## src/rtl/stpc_pkg.sv

```systemverilog
package stpc_pkg;
   typedef enum logic [1:0] {
      PH_RUN  = 2'd0,
      PH_STOP = 2'd1,
      PH_WARM = 2'd2
   } phase_t;

   typedef struct packed {
      logic stop;
      logic lvl_rel;
      logic hold_out;
      logic div_lf;
   } ctl_t;

   localparam int unsigned CTL_BITS = $bits(ctl_t);
   localparam logic [3:0] RD_LOW_NIBBLE = 4'b1000;
endpackage

```

## src/rtl/stpc_ctl_reg.sv

```systemverilog
module stpc_ctl_reg
   import stpc_pkg::*;
(
   input  logic       clk,
   input  logic       rst_n,
   input  logic       wr_ok,
   input  logic [7:0] wr_data,
   input  logic       clr_stop,
   output ctl_t       ctl,
   output logic [7:0] rd_data
);
   ctl_t ctl_q;

   always_ff @(posedge clk or negedge rst_n) begin
      if (!rst_n) begin
         ctl_q <= '0;
      end else if (wr_ok) begin
         ctl_q <= ctl_t'(wr_data[7:8-CTL_BITS]);
      end else if (clr_stop) begin
         ctl_q.stop <= 1'b0;
      end
   end

   assign ctl     = ctl_q;
   assign rd_data = {ctl_q, RD_LOW_NIBBLE};
endmodule

```

## src/rtl/stpc_wake_det.sv

```systemverilog
module stpc_wake_det #(
   parameter int unsigned SYNC_STAGES = 2
) (
   input  logic clk,
   input  logic rst_n,
   input  logic wake_in,
   output logic wake_lvl,
   output logic wake_rise
);
   logic wake_s;
   logic wake_prev;

   generate
      if (SYNC_STAGES == 0) begin : g_nosync
         assign wake_s = wake_in;
      end else begin : g_sync
         logic [SYNC_STAGES-1:0] chain;
         always_ff @(posedge clk or negedge rst_n) begin
            if (!rst_n) chain <= '0;
            else        chain <= (chain << 1) | SYNC_STAGES'(wake_in);
         end
         assign wake_s = chain[SYNC_STAGES-1];
      end
   endgenerate

   always_ff @(posedge clk or negedge rst_n) begin
      if (!rst_n) wake_prev <= 1'b0;
      else        wake_prev <= wake_s;
   end

   assign wake_lvl  = wake_s;
   assign wake_rise = wake_s & ~wake_prev;
endmodule

```

## src/rtl/stpc_warmup.sv

```systemverilog
module stpc_warmup #(
   parameter int unsigned WUC_W = 8
) (
   input  logic             clk,
   input  logic             rst_n,
   input  logic             load,
   input  logic [WUC_W-1:0] load_val,
   input  logic             active,
   output logic             expire
);
   localparam logic [WUC_W-1:0] ONE = WUC_W'(1);
   logic [WUC_W-1:0] cnt;

   assign expire = active && (cnt <= ONE);

   always_ff @(posedge clk or negedge rst_n) begin
      if (!rst_n)                 cnt <= '0;
      else if (load)              cnt <= load_val;
      else if (active && !expire) cnt <= cnt - ONE;
   end
endmodule

```

## src/rtl/stop_power_ctrl.sv

```systemverilog
module stop_power_ctrl
   import stpc_pkg::*;
#(
   parameter int unsigned WUC_W       = 8,
   parameter int unsigned SYNC_STAGES = 2
) (
   input  logic             clk,
   input  logic             rst_n,
   input  logic             wr_en,
   input  logic [7:0]       wr_data,
   output logic [7:0]       rd_data,
   input  logic             wake_in,
   input  logic [WUC_W-1:0] warm_count,
   output logic             run_en,
   output logic             port_hiz,
   output logic             port_hold,
   output logic             port_in_zero,
   output logic             div9_src_lowfreq,
   output logic             warm_done_irq
);
   initial begin
      if (WUC_W < 2 || WUC_W > 32) $fatal(1, "WUC_W out of range");
      if (SYNC_STAGES > 4)         $fatal(1, "SYNC_STAGES out of range");
   end

   phase_t phase;
   ctl_t   ctl;
   logic   wake_lvl, wake_rise;
   logic   release_now, expire, wr_ok, enter_stop, irq_q;

   assign wr_ok       = wr_en && (phase == PH_RUN);
   assign enter_stop  = wr_ok && wr_data[7];
   assign release_now = (phase == PH_STOP) && (ctl.lvl_rel ? wake_lvl : wake_rise);

   stpc_ctl_reg u_reg (
      .clk      (clk),
      .rst_n    (rst_n),
      .wr_ok    (wr_ok),
      .wr_data  (wr_data),
      .clr_stop (release_now),
      .ctl      (ctl),
      .rd_data  (rd_data)
   );

   stpc_wake_det #(.SYNC_STAGES(SYNC_STAGES)) u_wake (
      .clk       (clk),
      .rst_n     (rst_n),
      .wake_in   (wake_in),
      .wake_lvl  (wake_lvl),
      .wake_rise (wake_rise)
   );

   stpc_warmup #(.WUC_W(WUC_W)) u_wuc (
      .clk      (clk),
      .rst_n    (rst_n),
      .load     (release_now),
      .load_val (warm_count),
      .active   (phase == PH_WARM),
      .expire   (expire)
   );

   always_ff @(posedge clk or negedge rst_n) begin
      if (!rst_n) begin
         phase <= PH_RUN;
         irq_q <= 1'b0;
      end else begin
         irq_q <= (phase == PH_WARM) && expire;
         unique case (phase)
            PH_RUN:  if (enter_stop)  phase <= PH_STOP;
            PH_STOP: if (release_now) phase <= PH_WARM;
            PH_WARM: if (expire)      phase <= PH_RUN;
            default:                  phase <= PH_RUN;
         endcase
      end
   end

   logic parked;
   assign parked           = (phase != PH_RUN);
   assign run_en           = ~parked;
   assign port_hiz         = parked & ~ctl.hold_out;
   assign port_in_zero     = parked & ~ctl.hold_out;
   assign port_hold        = parked &  ctl.hold_out;
   assign div9_src_lowfreq = ctl.div_lf;
   assign warm_done_irq    = irq_q;
endmodule

```

## config.mk

```make
export PLATFORM = sky130hd
export DESIGN_NAME = stop_power_ctrl
export DESIGN_NICKNAME = d
export VERILOG_FILES = /design/src/rtl/stpc_pkg.sv /design/src/rtl/stpc_ctl_reg.sv /design/src/rtl/stpc_wake_det.sv /design/src/rtl/stpc_warmup.sv /design/src/rtl/stop_power_ctrl.sv
export SDC_FILE = /design/constraint.sdc
export NUM_CORES = 1
export LEC_CHECK = 0
export ABC_CLOCK_PERIOD_IN_PS = 2280
export BUFFER_PORTS_ARGS = -buffer_cell sky130_fd_sc_hd__buf_2
export CORE_MARGIN = 3
export CORE_UTILIZATION = 48
export DETAILED_ROUTE_END_ITERATION = 12
export PLACE_DENSITY = 0.8
export SLEW_MARGIN = 20
export SYNTH_ARGS = -nofsm -noshare
export SYNTH_HDL_FRONTEND = slang
export SYNTH_SLANG_ARGS = --single-unit
```

## constraint.sdc

```tcl
create_clock -name clk -period 2.28 [get_ports clk]
set_input_delay 0.114 -clock clk [delete_from_list [all_inputs] [get_ports clk]]
set_output_delay 0.114 -clock clk [all_outputs]
set_load 0.05 [all_outputs]
```

# Word level (Yosys, flattened, before mapping)
# Cells that the tools add are included.
# Widths: inputs -> output; s select.
# totals
register_bits	18
latchBits	0
ramBits	0
rom_bits	0
output_inout_bits	14
wordCells	44
n_memories	0
# classes
addsub	1
mul	0
div	0
n_lt_le_gt_ge	1
n_eq_ne	5
shift	0
muxes	9
n_bitwise	7
n_reduce_logical	12
# ops
cell	count
$mux 8	2
$le 8x1->1 const B	1
$sub 8x1->8 const B	1
$logic_and 1x1->1	6
$mux 2	3
$ne 2x2->1 const B	3
$pmux 2 s3	1
$reduce_bool 2->1	3
$and 1x1->1	3
$mux 1	3
$not 1->1	3
$reduce_and 3->1	1
$eq 2x1->1 const B	1
$eq 2x2->1 const B	1
$logic_not 2->1	1
$or 2x1->2	1
$logic_not 1->1	1

# Logic depth before layout (Yosys ltp)
# logic_depth
word_depth	6
depth_mapped	6

# By module
# A second synthesis with hierarchy kept.
# unflattened
hier_cells	92
hier_area_um2	988.4
# by_module_without_submodules
module	n_inst	cells_each	area_each_um2	seq_area_each_um2
stpc_warmup	1	52	515.5	200.2
stpc_ctl_reg	1	19	215.2	100.1
stop_power_ctrl	1	17	168.9	75.1
stpc_wake_det	1	4	88.8	75.1

# Least setup slack after synthesis
# No wires, ideal clock.
# synth_path
path_kind	register -> output
startpoint	register phase[0]
endpoint	output port port_in_zero
arrival_ps	2117
setup_slack_ps	49
stages_incl_launch_ff	5
cell_sequence	dfrtp_1 > clkbuf_1 > nor2_1 > nor2_1 > buf_4
# synth_via
elab_chain_len	2
# synth_lines
element	line	source
start: declaration	stop_power_ctrl.sv:26	phase_t phase;
start signal: assignment	stop_power_ctrl.sv:64	phase <= PH_RUN;
start signal: assignment	stop_power_ctrl.sv:69	PH_RUN: if (enter_stop) phase <= PH_STOP;
start signal: assignment	stop_power_ctrl.sv:70	PH_STOP: if (release_now) phase <= PH_WARM;
$reduce_bool 2->1	stop_power_ctrl.sv:78	assign parked = (phase != PH_RUN);
$and 1x1->1	--	
end: declaration	stop_power_ctrl.sv:17	output logic port_in_zero,
# Every way passes these cells.

# Final worst setup path
# layout_path
startpoint	register u_wuc.cnt[6]
endpoint	register u_wuc.cnt[1]
# layout_via
elab_chain_len	5
# layout_lines
element	line	source
start: declaration	stpc_warmup.sv:12	logic [WUC_W-1:0] cnt;
start signal: assignment	stpc_warmup.sv:18	else if (load) cnt <= load_val;
start signal: assignment	stpc_warmup.sv:19	else if (active && !expire) cnt <= cnt - ONE;
$le 8x1->1	stpc_warmup.sv:14	assign expire = active && (cnt <= ONE);
$logic_and 1x1->1	stpc_warmup.sv:14	
$logic_not 1->1	stpc_warmup.sv:19	
$logic_and 1x1->1	stpc_warmup.sv:19	
$reduce_bool 2->1 (no source line)	--	
# Every way passes these cells.
# A chain may end at the register's enable or synchronous reset.

==> flow_metrics.py <==
metrics = {
    "run_status": {
        "run_status": "complete, no violations",
    },
    "floorplanning": {
        "fp.dieH_um": 50.2,
        "floorplan.initialDensity_pct": 52.7,
        "core_area_um2": 1780,
        "floorplan.die_area_um2": 2520,
        "placementRows": 15,
        "die_w_um": 50.2,
        "io-pin-count": 34,
    },
    "cts": {
        "clkSinkCount": 18,
        "worst_skew_pair.late_latency_ns": 0.29,
        "cts_tree": "yes",
        "cts-resized-gates": 0,
        "post_cts_buffers": 0,
        "clockRootBuffer": "sky130_fd_sc_hd__clkbuf_4",
        "total_of_hold_buffers_inserted_after_clock_tree_synthesis": 2,
        "cts_made_buffers": 3,
        "worst_setup_hold_path_clk_slew_ns": 0.10,
        "cts-htree-levels": 1,
        "clock_path_buffers": 2,
    },
    "grt": {
        "grt_max_degree": 19,
        "groute.layer.met3.usage_pct": 2.08,
        "first_global_vias": 699,
        "grt_max_usage_layer": "met2",
        "antenna_found_initial": 0,
        "grt_util_met2_pct": 24.8,
        "grt_overflow": 0,
        "grtUsageTotal_pct": 15.8,
        "grt_first_pass_wirelength_um": 2970,
        "global_route.usage.met1_pct": 19.9,
    },
    "logic_synthesis": {
        "async_flop_share_pct": 100,
        "synth-simple-area-share_pct": 22.0,
        "synth.largest_area_cell": "sky130_fd_sc_hd__dfrtp_1",
        "combinational_family_with_the_most_area_after_synthesis": "simple AND/OR/NAND/NOR gates",
        "synth_mux_area_share_pct": 6.92,
        "netlist_top_cells_count": "18 x sky130_fd_sc_hd__dfrtp_1, 16 x sky130_fd_sc_hd__nor2_1, 8 x sky130_fd_sc_hd__nand2_1, 6 x sky130_fd_sc_hd__buf_4",
        "synthCells": 99,
        "synth_top_cell_area_share_pct": 47.9,
        "synth_top_flop_cell": "sky130_fd_sc_hd__dfrtp_1",
        "synth_xor_area_share_pct": 2.80,
        "synthMostInstantiatedCell": "sky130_fd_sc_hd__dfrtp_1",
        "yosys_register_bits": 18,
        "synth.yosys.warnings": 0,
        "fraction_of_the_yosys_area_taken_by_sequential_cells_pct": 47.9,
        "synth.lib_cells_used.distinct": 27,
        "area_fraction_in_compound_gates_after_synthesis_pct": 9.32,
        "post_synth_edffs": 0,
        "synthesis.area_per_instance_um2": 9.49,
        "netlist_top_cells_area": "sky130_fd_sc_hd__dfrtp_1 48%, sky130_fd_sc_hd__nor2_1 6.4%, sky130_fd_sc_hd__buf_4 4.8%",
        "synthesized_area_um2": 940,
        "synth_adder_area_share_pct": 2.66,
    },
    "sta": {
        "max_slew.worst_pin.slew_ns": 0.573,
        "grt_setup_unrepaired": "false",
        "final-setup-viol-count": 0,
        "setup_total_negative_slack_ns": 0,
        "final_min_period_over_clock_period_pct": 84.4,
        "maxSlewViolCount": 0,
        "final_period_minus_worst_setup_slack_ns": 1.92,
        "highest_attainable_clock_frequency_mhz": 520,
        "slew_headroom_pct": 61.8,
        "fin_skew_ns": 0.00249,
        "finalHoldViolations": 0,
    },
    "power_and_ir_drop": {
        "seq_power_share_pct": 35.9,
        "intPower_mw": 0.817,
        "max-vdd-ir-drop_mv": 0.944,
        "switching_share_pct": 50.0,
        "comb_power_share_pct": 52.3,
        "powerDensity_nw_per_um2": 1450,
        "leakage_nw": 0.544,
        "pwr-share-clk_pct": 11.9,
        "power.switching_mw": 0.816,
    },
    "drt": {
        "routed_wire_length_per_instance_um": 11.5,
        "drc_errors": 0,
        "drt_total_wl_um": 1740,
        "vias_per_cell": 5.09,
        "firstDrtPassIters": 4,
        "detailedRoute.firstIterationViolations": 15,
        "total_via_count_in_the_routed_design": 769,
        "ant_nets": 0,
    },
    "worst_setup_path": {
        "regToRegEndpoint": "u_wuc.cnt[1]$_DFFE_PN0P_",
        "worst_ep_required_time_ns": 2.47,
        "setup.worst_path.end": "u_wuc.cnt[1]$_DFFE_PN0P_",
        "setup.worst_path.start": "u_wuc.cnt[6]$_DFFE_PN0P_",
        "setup_slack_on_the_worst_flop_to_flop_path_ns": 0.36,
        "r2r_cells": 4,
        "regToRegStartpoint": "u_wuc.cnt[6]$_DFFE_PN0P_",
        "worstSetupPathType": "reg -> reg",
        "critical_path.endpoint_type": "register",
        "startpoint_type": "register",
        "worst_ep_arrival_time_ns": 2.11,
        "crit_path_max_fanout": 5,
    },
    "place": {
        "post-dp-hpwl_um": 1350,
        "gpl.final_weighted_congestion": 0.776,
        "post-place-cells": 145,
        "place.port_buffers": 25,
    },
    "cells_and_area": {
        "drive_above_1_share_pct": 29.4,
        "fill_cells": 150,
        "relative_area_change_from_synthesis_to_final_layout_pct": 19.4,
        "antenna-diode-count": 0,
        "final_cells": 151,
        "final_net_count": 149,
    },
    "run": {
        "cap_viol_max_count": 0,
    },
    "worst_hold_path": {
        "worst_hold_path_type": "in -> reg",
    },
}
[flip-flops by register name, summed over array words and instances (netlist names)]
signal	count
warm_done_irq	1
u_wake.g_sync.chain	2
phase	2
u_wake.wake_prev	1
u_wuc.cnt	8
u_reg.ctl	4
[cell families (layout without fill, tap and decap cells)]
| group | after synthesis | in the layout |
|---|---|---|
| adders and majority gates | 2 | 2 |
| buffers and inverters | 13 | 38 |
| other | 2 | 4 |
| AOI/OAI and AO/OA | 14 | 14 |
| and+or+nand+nor | 41 | 41 |
| muxes | 6 | 6 |
| xor gates and xnor gates | 3 | 3 |
| DFF | 18 | 18 |
[stage by stage]
step | power [mW] | cell area (µm²) | setup slack [ns] | util, % | hold slack, ns
6_report | 1.63 | 1120 | 0.356 | 62.9 | 0.0409
5_1_grt | 1.75 | 1120 | 0.310 | 62.9 | 0.0309
3_5_place_dp | 1.44 | 1070 | 0.373 | 59.8 | 0.0658
3_3_place_gp | 1.41 | 1070 | 0.391 | 59.8 | 0.0631
2_1_floorplan | 1.27 | 947 | 0.0492 | - | -0.182
4_1_cts | 1.64 | 1120 | 0.358 | 62.9 | 0.0349
[critical path, stage by stage, from the launching register on]
cell                      delay (ns)
sky130_fd_sc_hd__dfrtp_1        0.42
sky130_fd_sc_hd__or4_4          0.57
sky130_fd_sc_hd__o41a_1         0.43
sky130_fd_sc_hd__mux2i_1        0.13
sky130_fd_sc_hd__mux2_2         0.26
[final cells by class]
type                    count  area (µm²)  share of cell area [%]
flip-flops and latches     18         450                    40.1
clock buffers               4        36.3                    3.23
well taps                  25        31.3                    2.79
inverters                   5        18.8                    1.67
repair buffers             29         160                    14.3
multi-input cells          70         425                    37.9
[power groups by stage]
stage	Sequential [mW]	Clock, mW	Combinational (mW)
finish	0.586	0.193	0.853
global route	0.612	0.214	0.929
CTS	0.585	0.200	0.859
detailed placement	0.591	0	0.851
global placement	0.584	0	0.829
floorplan	0.681	0	0.593
[per-layer routing]
layer | wire, µm | vias to the layer above
met5 | 0 | -
met4 | 54 | 0
met3 | 63 | 5
met2 | 884 | 21
met1 | 735 | 362
li1 | - | 381
[worst min path at each step]
stage	from	end	depth (start not counted)
final	wr_data[6]	u_reg.ctl[2]$_DFFE_PN0N_	2
after global routing	wr_data[6]	u_reg.ctl[2]$_DFFE_PN0N_	2
after detailed placement	rst_n	u_reg.ctl[3]$_DFFE_PN0P_	1
after CTS	wr_data[6]	u_reg.ctl[2]$_DFFE_PN0N_	2
after global placement	rst_n	u_reg.ctl[2]$_DFFE_PN0N_	1
after floorplan	rst_n	phase[0]$_DFFE_PN0P_	0
[placed cells by master, fill, tap and decap left out, drive strengths merged, types with 3 or more instances in the layout]
| master | count |
|---|---|
| a21oi | 5 |
| a31oi | 3 |
| buf | 27 |
| clkbuf | 4 |
| conb | 4 |
| dfrtp | 18 |
| inv | 5 |
| mux2 | 4 |
| nand2 | 8 |
| nand3 | 4 |
| nor2 | 16 |
| nor2b | 4 |
| o21ai | 3 |
No activity file was read; power rests on OpenSTA's default activity.
